## src/rtl/mdio_pkg.sv

```systemverilog
package mdio_pkg;

  localparam int REG_W      = 32;
  localparam int DIV_W      = 8;
  localparam int FRAME_BITS = 32;
  localparam int PRE_BITS   = 32;

  // word offsets of the four registers
  localparam logic [3:0] OFS_STAT = 4'd12;
  localparam logic [3:0] OFS_CTL  = 4'd13;
  localparam logic [3:0] OFS_DATA = 4'd14;
  localparam logic [3:0] OFS_ADDR = 4'd15;

  // field positions
  localparam int ST_BUSY   = 0;
  localparam int ST_RDERR  = 1;
  localparam int ST_C45    = 6;
  localparam int ST_DIV_LO = 8;
  localparam int CT_NOPRE  = 10;
  localparam int CT_RDGO   = 15;

  // first frame bit index at which a read releases the line
  localparam int TA_FIRST = 14;
  localparam int TA_ACK   = 15;
  localparam int DAT_LO   = 16;

  typedef enum logic [1:0] {
    FK_ADDR  = 2'd0,
    FK_WRITE = 2'd1,
    FK_READ  = 2'd2
  } frame_kind_e;

  typedef struct packed {
    frame_kind_e kind;
    logic        c45;
    logic        nopre;
    logic [4:0]  port;
    logic [4:0]  dev;
    logic [15:0] payload;
  } frame_req_t;

  // half period of MDC in clock cycles; zero behaves as one
  function automatic logic [DIV_W-1:0] mdio_half(input logic [DIV_W-1:0] div);
    return (div == '0) ? {{(DIV_W-1){1'b0}}, 1'b1} : div;
  endfunction

  function automatic logic [1:0] mdio_opcode(input logic c45, input frame_kind_e kind);
    logic [1:0] op;
    case (kind)
      FK_ADDR:  op = 2'b00;
      FK_WRITE: op = 2'b01;
      FK_READ:  op = c45 ? 2'b11 : 2'b10;
      default:  op = 2'b00;
    endcase
    return op;
  endfunction

  // 32-bit frame after the preamble, MSB goes out first
  function automatic logic [FRAME_BITS-1:0] mdio_frame_word(input frame_req_t r);
    logic [1:0] st;
    st = r.c45 ? 2'b00 : 2'b01;
    return {st, mdio_opcode(r.c45, r.kind), r.port, r.dev, 2'b10, r.payload};
  endfunction

  // index of the last bit of a frame
  function automatic logic [5:0] mdio_last_idx(input logic nopre);
    return nopre ? 6'(FRAME_BITS - 1) : 6'(FRAME_BITS + PRE_BITS - 1);
  endfunction

endpackage

```

## src/rtl/mdio_clkgen.sv

```systemverilog
module mdio_clkgen #(
  parameter int DIV_W = 8
) (
  input  logic             clk,
  input  logic             rst_n,
  input  logic             en,
  input  logic [DIV_W-1:0] half,
  output logic             mdc,
  output logic             rise_evt,
  output logic             fall_evt
);

  logic [DIV_W-1:0] cnt;
  logic             tick;

  assign tick     = en && (cnt == half - 1'b1);
  assign rise_evt = tick && !mdc;
  assign fall_evt = tick && mdc;

  always_ff @(posedge clk) begin
    if (!rst_n) begin
      cnt <= '0;
      mdc <= 1'b0;
    end else if (!en) begin
      cnt <= '0;
      mdc <= 1'b0;
    end else if (tick) begin
      cnt <= '0;
      mdc <= !mdc;
    end else begin
      cnt <= cnt + 1'b1;
    end
  end

  // the clock rests low whenever no frame is active
  p_mdc_rest_low_r3: assert property (@(posedge clk) disable iff (!rst_n)
    !en |=> !mdc);

  // the phase counter never passes the half period while running
  p_cnt_in_range_r3: assert property (@(posedge clk) disable iff (!rst_n)
    en && $stable(half) |-> cnt < half);

endmodule

```

## src/rtl/mdio_shifter.sv

```systemverilog
module mdio_shifter
  import mdio_pkg::*;
(
  input  logic        clk,
  input  logic        rst_n,
  input  logic        start,
  input  frame_req_t  req,
  input  logic        rise_evt,
  input  logic        fall_evt,
  input  logic        mdio_in,
  output logic        busy,
  output logic        mdio_out,
  output logic        mdio_oe,
  output logic        done,
  output logic        done_read,
  output logic        rd_ack,
  output logic [15:0] rd_data
);

  frame_req_t            cur;
  logic [FRAME_BITS-1:0] word;
  logic [5:0]            cnt;
  logic                  in_frame;
  logic [4:0]            fidx;
  logic                  last;
  logic                  is_rd;
  logic                  released;

  assign in_frame  = cur.nopre || cnt[5];
  assign fidx      = cnt[4:0];
  assign last      = (cnt == mdio_last_idx(cur.nopre));
  assign is_rd     = (cur.kind == FK_READ);
  assign released  = is_rd && in_frame && (fidx >= 5'(TA_FIRST));

  assign mdio_out  = (busy && in_frame) ? word[5'd31 - fidx] : 1'b1;
  assign mdio_oe   = busy && !released;
  assign done      = busy && fall_evt && last;
  assign done_read = done && is_rd;

  always_ff @(posedge clk) begin
    if (!rst_n) begin
      busy    <= 1'b0;
      cur     <= '0;
      word    <= '1;
      cnt     <= '0;
      rd_ack  <= 1'b0;
      rd_data <= '0;
    end else if (!busy) begin
      if (start) begin
        busy    <= 1'b1;
        cur     <= req;
        word    <= mdio_frame_word(req);
        cnt     <= '0;
        rd_ack  <= 1'b0;
        rd_data <= '0;
      end
    end else begin
      if (rise_evt && is_rd && in_frame) begin
        if (fidx == 5'(TA_ACK)) rd_ack <= !mdio_in;
        if (fidx >= 5'(DAT_LO)) rd_data <= {rd_data[14:0], mdio_in};
      end
      if (fall_evt) begin
        if (last) busy <= 1'b0;
        else      cnt  <= cnt + 1'b1;
      end
    end
  end

  // line value and enable move only on the MDC falling edge
  p_out_on_fall_only_r8: assert property (@(posedge clk) disable iff (!rst_n)
    busy && !fall_evt |=> $stable(mdio_out) && $stable(mdio_oe));

  // at the end of a read the master is not driving
  p_read_tail_released_r9: assert property (@(posedge clk) disable iff (!rst_n)
    done_read |-> !mdio_oe);

  // a start request during a frame leaves the frame untouched
  p_no_restart_r12: assert property (@(posedge clk) disable iff (!rst_n)
    busy && start && !done |=> busy && $stable(word));

endmodule

```

## src/rtl/mdio_regs.sv

```systemverilog
module mdio_regs
  import mdio_pkg::*;
#(
  parameter int              ADDR_W   = 4,
  parameter logic [DIV_W-1:0] DIV_INIT = 8'd10
) (
  input  logic              clk,
  input  logic              rst_n,
  input  logic              wr_en,
  input  logic [ADDR_W-1:0] addr,
  input  logic [REG_W-1:0]  wdata,
  output logic [REG_W-1:0]  rdata,
  input  logic              busy,
  input  logic              done_read,
  input  logic              rd_ack,
  input  logic [15:0]       rd_data,
  output logic              start,
  output frame_req_t        req,
  output logic [DIV_W-1:0]  half
);

  logic             c45_q;
  logic [DIV_W-1:0] div_q;
  logic [4:0]       dev_q;
  logic [4:0]       port_q;
  logic             nopre_q;
  logic [15:0]      data_q;
  logic [15:0]      addr_q;
  logic             err_q;

  logic accept;
  logic hit_stat, hit_ctl, hit_data, hit_addr;
  logic go_write, go_read, go_addr;

  assign accept   = wr_en && !busy;
  assign hit_stat = (addr == ADDR_W'(OFS_STAT));
  assign hit_ctl  = (addr == ADDR_W'(OFS_CTL));
  assign hit_data = (addr == ADDR_W'(OFS_DATA));
  assign hit_addr = (addr == ADDR_W'(OFS_ADDR));

  assign go_write = accept && hit_data;
  assign go_read  = accept && hit_ctl && wdata[CT_RDGO];
  assign go_addr  = accept && hit_addr && c45_q;
  assign start    = go_write || go_read || go_addr;
  assign half     = mdio_half(div_q);

  always_comb begin
    req.c45     = c45_q;
    req.kind    = go_read ? FK_READ : (go_addr ? FK_ADDR : FK_WRITE);
    req.nopre   = hit_ctl ? wdata[CT_NOPRE] : nopre_q;
    req.port    = hit_ctl ? wdata[9:5] : port_q;
    req.dev     = hit_ctl ? wdata[4:0] : dev_q;
    req.payload = go_read ? 16'hFFFF : wdata[15:0];
  end

  always_ff @(posedge clk) begin
    if (!rst_n) begin
      c45_q   <= 1'b0;
      div_q   <= DIV_INIT;
      dev_q   <= '0;
      port_q  <= '0;
      nopre_q <= 1'b0;
      data_q  <= '0;
      addr_q  <= '0;
      err_q   <= 1'b0;
    end else begin
      if (accept && hit_stat) begin
        c45_q <= wdata[ST_C45];
        div_q <= wdata[ST_DIV_LO +: DIV_W];
      end
      if (accept && hit_ctl) begin
        dev_q   <= wdata[4:0];
        port_q  <= wdata[9:5];
        nopre_q <= wdata[CT_NOPRE];
      end
      if (go_read)              err_q  <= 1'b0;
      if (accept && hit_data)   data_q <= wdata[15:0];
      if (accept && hit_addr)   addr_q <= wdata[15:0];
      if (done_read) begin
        data_q <= rd_data;
        err_q  <= !rd_ack;
      end
    end
  end

  always_comb begin
    rdata = '0;
    case (1'b1)
      hit_stat: begin
        rdata[ST_BUSY]              = busy;
        rdata[ST_RDERR]             = err_q;
        rdata[ST_C45]               = c45_q;
        rdata[ST_DIV_LO +: DIV_W]   = div_q;
      end
      hit_ctl: begin
        rdata[4:0]      = dev_q;
        rdata[9:5]      = port_q;
        rdata[CT_NOPRE] = nopre_q;
      end
      hit_data: rdata[15:0] = data_q;
      hit_addr: rdata[15:0] = addr_q;
      default:  rdata = '0;
    endcase
  end

  // configuration cannot move while a frame is running
  p_cfg_frozen_r12: assert property (@(posedge clk) disable iff (!rst_n)
    busy |=> $stable(div_q) && $stable(c45_q) && $stable(port_q) && $stable(dev_q));

  // the error flag only rises at the end of a read
  p_err_source_r10: assert property (@(posedge clk) disable iff (!rst_n)
    $rose(err_q) |-> $past(done_read));

  // a new read clears the error flag
  p_err_clear_r10: assert property (@(posedge clk) disable iff (!rst_n)
    go_read |=> !err_q);

endmodule

```

## src/rtl/mdio_mgmt_master.sv

```systemverilog
module mdio_mgmt_master
  import mdio_pkg::*;
#(
  parameter int               ADDR_W   = 4,
  parameter logic [DIV_W-1:0] DIV_INIT = 8'd10
) (
  input  logic              clk,
  input  logic              rst_n,
  input  logic              reg_wr,
  input  logic [ADDR_W-1:0] reg_addr,
  input  logic [REG_W-1:0]  reg_wdata,
  output logic [REG_W-1:0]  reg_rdata,
  output logic              mdc,
  output logic              mdio_out,
  output logic              mdio_oe,
  input  logic              mdio_in
);

  frame_req_t       req;
  logic             start;
  logic             busy;
  logic             done;
  logic             done_read;
  logic             rd_ack;
  logic [15:0]      rd_data;
  logic [DIV_W-1:0] half;
  logic             rise_evt;
  logic             fall_evt;

  mdio_regs #(
    .ADDR_W   (ADDR_W),
    .DIV_INIT (DIV_INIT)
  ) u_regs (
    .clk       (clk),
    .rst_n     (rst_n),
    .wr_en     (reg_wr),
    .addr      (reg_addr),
    .wdata     (reg_wdata),
    .rdata     (reg_rdata),
    .busy      (busy),
    .done_read (done_read),
    .rd_ack    (rd_ack),
    .rd_data   (rd_data),
    .start     (start),
    .req       (req),
    .half      (half)
  );

  mdio_clkgen #(
    .DIV_W (DIV_W)
  ) u_clk (
    .clk      (clk),
    .rst_n    (rst_n),
    .en       (busy),
    .half     (half),
    .mdc      (mdc),
    .rise_evt (rise_evt),
    .fall_evt (fall_evt)
  );

  mdio_shifter u_shift (
    .clk       (clk),
    .rst_n     (rst_n),
    .start     (start),
    .req       (req),
    .rise_evt  (rise_evt),
    .fall_evt  (fall_evt),
    .mdio_in   (mdio_in),
    .busy      (busy),
    .mdio_out  (mdio_out),
    .mdio_oe   (mdio_oe),
    .done      (done),
    .done_read (done_read),
    .rd_ack    (rd_ack),
    .rd_data   (rd_data)
  );

  // busy only rises after an accepted launching write
  p_busy_from_start_r11: assert property (@(posedge clk) disable iff (!rst_n)
    $rose(busy) |-> $past(start));

  // a frame ends with MDC back low
  p_end_mdc_low_r11: assert property (@(posedge clk) disable iff (!rst_n)
    $past(done) |-> !busy && !mdc);

  // the line is released whenever no frame is active
  p_idle_release_r1: assert property (@(posedge clk) disable iff (!rst_n)
    !busy |-> !mdio_oe && !mdc);

endmodule

```

## config.mk

```make
export PLATFORM = sky130hd
export DESIGN_NAME = mdio_mgmt_master
export DESIGN_NICKNAME = d
export VERILOG_FILES = /design/src/rtl/mdio_pkg.sv /design/src/rtl/mdio_clkgen.sv /design/src/rtl/mdio_shifter.sv /design/src/rtl/mdio_regs.sv /design/src/rtl/mdio_mgmt_master.sv
export SDC_FILE = /design/constraint.sdc
export NUM_CORES = 1
export LEC_CHECK = 0
export BUFFER_PORTS_ARGS = -buffer_cell sky130_fd_sc_hd__buf_2
export CORE_ASPECT_RATIO = 1.25
export CORE_UTILIZATION = 40
export DETAILED_ROUTE_END_ITERATION = 12
export SETUP_SLACK_MARGIN = 0.02
export SYNTH_ARGS = -nofsm -noshare
export SYNTH_HDL_FRONTEND = slang
export SYNTH_HIERARCHICAL = 1
export SYNTH_SLANG_ARGS = --single-unit
```

## constraint.sdc

```tcl
create_clock -name clk -period 8.68 [get_ports clk]
set_input_delay 0.434 -clock clk [delete_from_list [all_inputs] [get_ports clk]]
set_output_delay 0.434 -clock clk [all_outputs]
set_load 0.005 [all_outputs]
```

Word-level counts from Yosys, hierarchy flattened
Cells that the tools add are included.
{"block": "op_classes", "add_sub_neg": 4, "magnitude_cmp": 3, "eq_ne": 15, "n_bitwise": 2, "n_mux": 58, "n_reduce_logical": 37}
{"operator": "$mux W16", "n": 7}
{"operator": "$mux W5", "n": 6}
{"operator": "$mux W6", "n": 5}
{"operator": "$mux W1", "n": 24}
{"operator": "$logic_and A1 B1 Y1", "n": 19}
{"operator": "$eq A4 B4 Y1 const B", "n": 4}
{"operator": "$mux W4", "n": 4}
{"operator": "$mux W3", "n": 4}
{"operator": "$mux W2", "n": 5}
{"operator": "$reduce_and A3 Y1", "n": 3}
{"operator": "$add A8 B1 Y8 const B", "n": 1}
{"operator": "$eq A8 B8 Y1", "n": 1}
{"operator": "$logic_not A8 Y1", "n": 1}
{"operator": "$mux W8", "n": 1}
{"operator": "$ne A2 B2 Y1 const B", "n": 4}
{"operator": "$sub A8 B1 Y8 const B", "n": 1}
{"operator": "$add A6 B1 Y6 const B", "n": 1}
{"operator": "$eq A6 B6 Y1", "n": 1}
{"operator": "$lt A5 B6 Y1 const B", "n": 1}
{"operator": "$reduce_bool A2 Y1", "n": 3}
{"operator": "$bmux W1 S5", "n": 1}
{"operator": "$eq A5 B4 Y1 const B", "n": 1}
{"operator": "$ge A5 B4 Y1 const B", "n": 1}
{"operator": "$ge A5 B5 Y1 const B", "n": 1}
{"operator": "10 further kinds", "n": 19}
{"block": "totals", "ff_bits": 120, "wordCells": 136, "inputBits": 40}

Logic depth before layout (Yosys ltp)
Gate-level depths: netlist of run 1.
{"block": "depth", "ltp_word": 10, "mapped_depth": 15}

Hierarchy
Netlist of run 1, hierarchy kept.
{"mod": "mdio_regs", "cells_each": 385, "area_per_inst_um2": 3165.5, "n_inst": 1}
{"mod": "mdio_shifter", "cells_each": 304, "area_per_inst_um2": 2582.5, "n_inst": 1}
{"mod": "mdio_clkgen", "cells_each": 74, "area_per_inst_um2": 629.4, "n_inst": 1}

Worst setup path after synthesis of run 1
OpenSTA, ideal clock, no wires.
{"block": "synth_timing", "path_type": "register -> register", "from": "register u_regs.div_q[4]", "to": "register u_regs.data_q[10]", "t_arrival_ns": 2.805, "required_ns": 8.558, "path_slack_ns": 5.753, "n_path_buf": 2, "stages_incl_launch_ff": 16, "cell_sequence": "dfxtp_1 > nor4_1 > a21o_1 > inv_1 > ha_1 > xnor2_1 > mux2i_1 > a21oi_1 > nand4_1 > nor2_1 > and3_1 > clkbuf_1 > inv_1 > clkbuf_1 > o21ai_0 > a21oi_1"}
{"block": "synth_via", "elab_chain_cells": 10, "elab_cells_between_ends": 11, "classes_between": "1 x add/sub; 1 x eq/ne; 2 x mux; 7 x reduce/logical"}
{"element": "start, declared", "line": "mdio_regs.sv:23", "rtl": "logic [DIV_W-1:0] div_q;"}
{"element": "start signal, assigned", "line": "mdio_regs.sv:69", "rtl": "div_q <= wdata[ST_DIV_LO +: DIV_W];"}
{"element": "$logic_not A8 Y1 (*)", "line": "mdio_pkg.sv:44", "rtl": "return (div == '0) ? {{(DIV_W-1){1'b0}}, 1'b1} : div;"}
{"element": "$mux W8 (*)", "line": "mdio_pkg.sv:44"}
{"element": "net half[0]", "line": "mdio_mgmt_master.sv:26", "rtl": "logic [DIV_W-1:0] half;"}
{"element": "$sub A8 B1 Y8 (*)", "line": "mdio_clkgen.sv:16", "rtl": "assign tick = en && (cnt == half - 1'b1);"}
{"element": "$eq A8 B8 Y1 (*)", "line": "mdio_clkgen.sv:16"}
{"element": "$logic_and A1 B1 Y1 (*)", "line": "mdio_clkgen.sv:16"}
{"element": "$logic_and A1 B1 Y1 (*)", "line": "mdio_clkgen.sv:18", "rtl": "assign fall_evt = tick && mdc;"}
{"element": "net fall_evt", "line": "mdio_mgmt_master.sv:28", "rtl": "logic fall_evt;"}
{"element": "$logic_and A1 B1 Y1 (*) (2 in a row)", "line": "mdio_shifter.sv:37", "rtl": "assign done = busy && fall_evt && last;"}
{"element": "$logic_and A1 B1 Y1 (*)", "line": "mdio_shifter.sv:38", "rtl": "assign done_read = done && is_rd;"}
{"element": "net done_read", "line": "mdio_mgmt_master.sv:23", "rtl": "logic done_read;"}
{"element": "$mux W16 or $reduce_bool A2 Y1 (tied branches)"}
{"element": "end signal, assigned", "line": "mdio_regs.sv:77", "rtl": "if (accept && hit_data) data_q <= wdata[15:0];"}
{"element": "end signal, assigned", "line": "mdio_regs.sv:80", "rtl": "data_q <= rd_data;"}
{"element": "end, declared", "line": "mdio_regs.sv:27", "rtl": "logic [15:0] data_q;"}
Mark *: on every way through the listed nets, which the timed path passes. The rest lies on a longest branch.
A chain may end at the register's enable or synchronous reset.

Worst setup path in the final report of run 1
{"block": "layout_timing", "from": "register u_regs.div_q[2]", "to": "register u_regs.data_q[12]"}
The elaborated chain is that of the path after synthesis.

==> results.ini, run 1 <==
[clock_network]
clock_latency_ns = 0.41
clk_pin_slew_worst_paths_ns = 0.05
numClockSinks = 119
clk_path_buf_depth = 2
htree_num_levels = 4
post_cts_buffers = 0
ctsHoldBuffers = 0
numCtsBuffers = 17
cts_tree = done
cts_resized = 0
root_buffer = clkbuf_16

[worst_setup_path]
startpoint = u_regs/div_q[2]
rrSetupSlack_ns = 4.48
crit_path_end_kind = flip-flop
worst-endpoint-required_ns = 8.97
critPathKind = flip-flop to flip-flop
arrival_ns = 4.48
crit_path_start_kind = flip-flop
crit_path_max_fanout = 18
rr_worst_depth = 13
rr_endpoint = u_regs/data_q[12]
r2r_start = u_regs/div_q[2]
crit_end = u_regs/data_q[12]

[synth]
seq_area_frac_synth_pct = 37.4
synthSimpleGateAreaFrac_pct = 21.4
synth_edf_count = 0
synth-xor-area-share_pct = 2.20
synth_compound_area_share_pct = 20.3
synth_top_family_by_area = simple AND/OR/NAND/NOR gates
post_synth_num_cell_types = 67
synth.ff_latch_count = 119
synthArstFlopShare_pct = 0
synth-adder-area-share_pct = 1.57
synth_area_leaders = dfxtp_1 (37%), nand3_1 (6.9%), a21boi_0 (6.2%)
synth_mux_area_share_pct = 9.01
synthCells = 763
synth_flop_cell = dfxtp_1
avgSynthCellArea_um2 = 8.36
yosys.area.top_type_share_pct = 37.4
synth_warnings = 6
yosysTopAreaCell = dfxtp_1
synth.cell_area_um2 = 6380

[sta]
fmax_mhz = 238
fin_crit_ns = 4.20
slew_viol_final = 0
finClkSkew_ns = 0.00838
tightest_slew_ns = 1.02
hold_viol = 0
layout_setup_ws_ns = 4.48
rsz0062_at_grt = false
maxSlewHeadroom_pct = 31.8
finalSetupViolCount = 0
setup_tns_ns = 0
post-route-period-util_pct = 48.4

[global_route]
antenna_found_initial = 0
use_met2_pct = 38.1
grt_pass1_wl_um = 27200
grt_max_degree = 110
grtUsageTotal_pct = 21.5
busiest_layer = met2
grt_pass1_vias = 5321
grt_use_met3_pct = 3.27
grt.overflow.total = 0
met1_usage_pct = 25.5

[cells_and_area]
multiInputGateArea_um2 = 3540
final_cell_mix = dfxtp_1 (119), nand2_1 (93), nand3_1 (88), o21ai_0 (71), a21boi_0 (53)
fill_cells = 1532
fin_area_um2 = 7170
nNetsFinal = 806
layout_commonest_cell = dfxtp_1
final-seq-area_um2 = 2380
antenna_cells = 0
syn_to_final_growth_pct = 12.4
final_layout_size_suffix_gt1_share_pct = 17.0

[power]
peakVddDrop_uv = 111
p_sw_share_pct = 21.9
combPwrFrac_pct = 6.0
power_density_nw_per_um2 = 201
power.switching_w = 0.000316
leakage_nw = 2.66
clkPwrFrac_pct = 55.1
finalPower_w = 0.00144
pwr-share-seq_pct = 38.9
p_int_w = 0.00112

[place]
postPlaceCellArea_um2 = 6490
numPortBuffers = 42
dp_hpwl_um = 10900
post-place-ws_ns = 4.57
place.gp.congestion = 0.793

[floorplanning]
io_pins = 75
row_count = 51
design.die.area_um2 = 16500
die_h_um = 143
die_x_um = 115
start_util_pct = 41.0
core_area_um2 = 15600

[route]
drtPass1Iterations = 5
route.antenna.remaining_nets = 0
vias_per_cell = 5.61
drtIter0Drc = 394
drt_wl_total_um = 17000
wire_per_inst_um = 17.3
via_count = 5516
drc = 0

[hold_path]
hp-class = input port to flip-flop

[flow_run]
max_cap_violations = 0

[run_status]
status = completed

## metal layers
metal | vias to the layer above | share of wire [%]
li1 | 2643 | -
met4 | 0 | 2.0
met3 | 29 | 4.5
met2 | 211 | 50
met1 | 2633 | 43
met5 | - | 0
## synthesized netlist by cell type (8+ instances only)
| cell | number |
|---|---|
| mux2i_1 | 9 |
| xnor2_1 | 9 |
| a21oi_1 | 27 |
| buf_2 | 11 |
| o21ai_0 | 71 |
| a31oi_1 | 17 |
| clkbuf_1 | 48 |
| ha_1 | 8 |
| a21boi_0 | 53 |
| nand2_1 | 93 |
| mux2_2 | 18 |
| dfxtp_1 | 119 |
| or2_2 | 11 |
| nor2_1 | 24 |
| inv_1 | 14 |
| buf_4 | 23 |
| nand3_1 | 88 |
| mux4_2 | 9 |
| or2_1 | 10 |
| nor2b_1 | 13 |
## how the worst min path moves through the flow
stage / startpoint / to / slack (ns) / cells past startpoint
floorplan: u_shift/word[10] / u_shift/word[10] / 0.43 / 2
global placement: u_shift/word[8] / u_shift/word[8] / 0.45 / 2
detailed placement: u_shift/word[21] / u_shift/word[21] / 0.45 / 2
CTS: mdio_in / u_shift/rd_data[0] / 0.33 / 3
global route: reg_wdata[3] / u_regs/dev_q[3] / 0.35 / 3
finish: mdio_in / u_shift/rd_data[0] / 0.34 / 3
## power by group through the flow
stage	clock (W)	combinational (W)	sequential, W
after global routing	0.000825	0.0000938	0.000561
after global placement	0	0.0000834	0.000571
after detailed placement	0	0.0000846	0.000572
after CTS	0.000799	0.0000851	0.000560
final	0.000793	0.0000857	0.000560
after floorplan	0	0.0000653	0.000569
## area by class of cell
| cell class | instances | share of cell area [%] |
|---|---|---|
| timing repair buffer | 48 | 3.56 |
| clock inverter | 11 | 2.71 |
| sequential | 119 | 33.2 |
| multi-input combinational | 558 | 49.4 |
| tap | 212 | 3.70 |
| clock buffer | 21 | 6.70 |
| inverter | 14 | 0.733 |
## sequential cells by signal, indices dropped and copies added (netlist names)
signal / cells
u_shift/word: 30
u_regs/div_q: 8
u_regs/data_q: 16
u_regs/nopre_q: 1
u_regs/dev_q: 5
u_regs/c45_q: 1
u_shift/rd_ack: 1
u_shift/cur: 3
u_shift/busy: 1
u_shift/rd_data: 16
u_clk/mdc: 1
u_clk/cnt: 8
u_regs/port_q: 5
u_regs/addr_q: 16
u_regs/err_q: 1
u_shift/cnt: 6
## metrics by stage
stage | hold slack, ns | util, % | instances
2_1_floorplan | 0.432 | - | 778
3_3_place_gp | 0.446 | 41.7 | 951
3_5_place_dp | 0.454 | 41.7 | 951
4_1_cts | 0.327 | 46.0 | 983
5_1_grt | 0.350 | 46.0 | 983
6_report | 0.336 | 46.0 | 983
## cell families (layout without fill, tap and decap cells)
family / Yosys count / after routing
compound gates: 202 / 202
xor+xnor: 16 / 16
fa+ha+maj: 8 / 8
buf+inv: 101 / 94
flops: 119 / 119
mux: 39 / 39
other cells: 1 / 16
simple gates: 277 / 277
## critical path, cell delays in order, from the launching register on
cell	delay (ns)
dfxtp_1	0.52
nor3_1	0.09
a21o_1	0.24
inv_1	0.08
ha_1	0.20
inv_1	0.08
or4b_1	0.56
o211ai_2	0.20
nand4_1	0.14
nor2_1	0.23
and3_1	0.79
inv_1	0.54
o21ai_0	0.32
a21oi_1	0.06
(Power assumes the default switching activity.)
==> run 2: changes to the inputs <==
==> constraint.sdc (replaced) <==
create_clock -name clk -period 3.4 [get_ports clk]
set_input_delay 0.17 -clock clk [delete_from_list [all_inputs] [get_ports clk]]
set_output_delay 0.17 -clock clk [all_outputs]
set_load 0.005 [all_outputs]
==> run 2 against run 1 <==
  * Critical path depth stayed put
  * Count of clock-buffer cells in the layout is 3 lower
  * First-iteration DRC count is 1.0% higher
  * Clock power is 140% higher
  * Via count is 3.0% higher
==> results.ini, run 2 (synthesis results as in run 1) <==
[cells_and_area]
layout_commonest_cell = dfxtp_1  ; unchanged
top_register = u_shift/word  ; unchanged
final_layout_size_suffix_gt1_share_pct = 19.8  ; was 17.0%
largest_reg_flops = 30  ; unchanged
syn_to_final_growth_pct = 14.4  ; was 12.4%
final_cell_mix = dfxtp_1 (116), nand2_1 (93), nand3_1 (88), o21ai_0 (71), a21boi_0 (53)  ; was dfxtp_1 (119), nand2_1 (93), nand3_1 (88), o21ai_0 (71), a21boi_0 (53)
post-route-util_pct = 46.9  ; was 46.0%
fin_area_um2 = 7300  ; was 7170 um2
nNetsFinal = 822  ; was 806
antenna_cells = 0  ; unchanged

[route]
route.antenna.remaining_nets = 0  ; unchanged
vias_per_cell = 5.69  ; was 5.61
drtIter0Drc = 398  ; was 394
drc = 0  ; unchanged
via_count = 5684  ; was 5516
drtPass1Iterations = 5  ; unchanged
drt_wl_total_um = 17300  ; was 17000 um
wire_per_inst_um = 17.3  ; about the same

[global_route]
grtUsageTotal_pct = 22.3  ; was 21.5%
grt_max_degree = 62  ; was 110
grt_pass1_vias = 5542  ; was 5321
grt.overflow.total = 0  ; unchanged
grt_pass1_wl_um = 28400  ; was 27200 um
antenna_found_initial = 0  ; unchanged

[clock_network]
ctsHoldBuffers = 0  ; unchanged
clock_latency_ns = 0.41  ; about the same
clk_path_buf_depth = 2  ; unchanged
numCtsBuffers = 17  ; unchanged
htree_num_levels = 4  ; unchanged
root_buffer = clkbuf_16  ; unchanged
clk_pin_slew_worst_paths_ns = 0.05  ; about the same
numClockSinks = 119  ; unchanged
cts_tree = done  ; unchanged

[place]
dp_hpwl_um = 11700  ; was 10900 um
numPortBuffers = 42  ; unchanged
post-place-ws_ns = 0.129  ; was 4.57 ns
postPlaceCellArea_um2 = 6620  ; was 6490 um2
place.gp.congestion = 0.813  ; was 0.793

[sta]
rsz0062_at_grt = false  ; unchanged
hold_viol = 0  ; unchanged
maxSlewHeadroom_pct = 40.3  ; was 31.8%
slew_viol_final = 0  ; unchanged
finalSetupViolCount = 0  ; unchanged
layout_setup_ws_ns = 0.178  ; was 4.48 ns
fmax_mhz = 310  ; was 238 MHz
finClkSkew_ns = 0.0108  ; was 0.00838 ns
setup_tns_ns = 0  ; unchanged
post-route-period-util_pct = 94.8  ; was 48.4%
tightest_slew_ns = 0.895  ; was 1.02 ns
fin_crit_ns = 3.22  ; was 4.20 ns

[worst_setup_path]
crit_path_start_kind = flip-flop  ; unchanged
critPathKind = flip-flop to flip-flop  ; unchanged
crit_path_end_kind = flip-flop  ; unchanged
rr_worst_depth = 13  ; unchanged
worst-endpoint-required_ns = 3.73  ; was 8.97 ns
crit_path_max_fanout = 5  ; was 18
arrival_ns = 3.56  ; was 4.48 ns

[power]
clkPwrFrac_pct = 53.7  ; was 55.1%
power.switching_w = 0.000834  ; was 0.000316 W
combPwrFrac_pct = 6.4  ; was 6.0%
peakVddDrop_uv = 292  ; was 111 uV
finalPower_w = 0.00358  ; was 0.00144 W
p_int_w = 0.00275  ; was 0.00112 W
pwr-share-seq_pct = 39.9  ; was 38.9%
power_density_nw_per_um2 = 491  ; was 201 nW/um2
p_sw_share_pct = 23.3  ; was 21.9%
leakage_nw = 2.74  ; was 2.66 nW

[floorplanning]
design.die.area_um2 = 16500  ; unchanged
row_count = 51  ; unchanged
die_x_um = 115  ; unchanged
io_pins = 75  ; unchanged
start_util_pct = 41.0  ; unchanged
core_area_um2 = 15600  ; unchanged
die_h_um = 143  ; unchanged

[run_status]
status = completed  ; unchanged

[flow_run]
max_cap_violations = 0  ; unchanged

[hold_path]
hp-class = input port to flip-flop  ; unchanged
whs_path_depth = 3  ; unchanged

==> run 2: routing by layer <==
metal | wire length, um | track usage [%] | up-vias | part of all wire [%]
li1 | - | - | 2676 | -
met1 | 7340 | 26.8 | 2788 | 42
met4 | 374 | 8.27 | 0 | 2.2
met2 | 8810 | 39.2 | 188 | 51
met5 | 0 | 0 | - | 0
met3 | 810 | 3.90 | 32 | 4.7
==> run 2: timing repair <==
item,CTS,global route
setup endpoints to repair,0,31
setup buffers,0,1
resized for setup,0,9
==> run 2: per-stage QoR <==
stage | cells | hold WS, ns
after global routing | 999 | 0.0701
after CTS | 998 | 0.0436
after global placement | 966 | 0.443
after detailed placement | 966 | 0.456
after floorplan | 778 | 0.317
final | 999 | 0.0644
==> run 2: final timing paths <==
path / end / startpoint / slack (ns)
max reg2reg: u_shift/cnt[5] / u_regs/div_q[7] / 0.18
min reg2reg: u_shift/word[11] / u_shift/word[11] / 0.46
max: u_shift/cnt[5] / u_regs/div_q[7] / 0.18
min: u_shift/rd_data[0] / mdio_in / 0.06
==> run 2: area by class of cell <==
| cell class | instances | area [um2] |
|---|---|---|
| multi-input cells | 558 | 3550 |
| well taps | 212 | 265 |
| clock inverters | 14 | 196 |
| clock buffers | 18 | 439 |
| fillers | 1504 | 8270 |
| inverters | 14 | 56.3 |
| flip-flops and latches | 119 | 2390 |
| repair buffers | 64 | 400 |
==> run 2: power groups by stage <==
| stage | logic, W | clock network, W | registers [W] |
|---|---|---|---|
| after floorplan | 0.000167 | 0 | 0.00145 |
| after global placement | 0.000223 | 0 | 0.00146 |
| after detailed placement | 0.000227 | 0 | 0.00146 |
| after CTS | 0.000228 | 0.00195 | 0.00143 |
| after global routing | 0.000251 | 0.00203 | 0.00143 |
| final | 0.000231 | 0.00192 | 0.00143 |
==> run 2: worst max-delay path: stages (launching register included) <==
cell      delay (ns)
dfxtp_1         0.45
nor4_1          0.08
a21o_1          0.21
inv_1           0.08
ha_1            0.21
inv_1           0.07
or4b_1          0.54
o211ai_2        0.20
nand4_1         0.18
nor2_2          0.21
mux2_2          0.21
o21ai_1         0.08
or4_1           0.47
a21oi_1         0.14
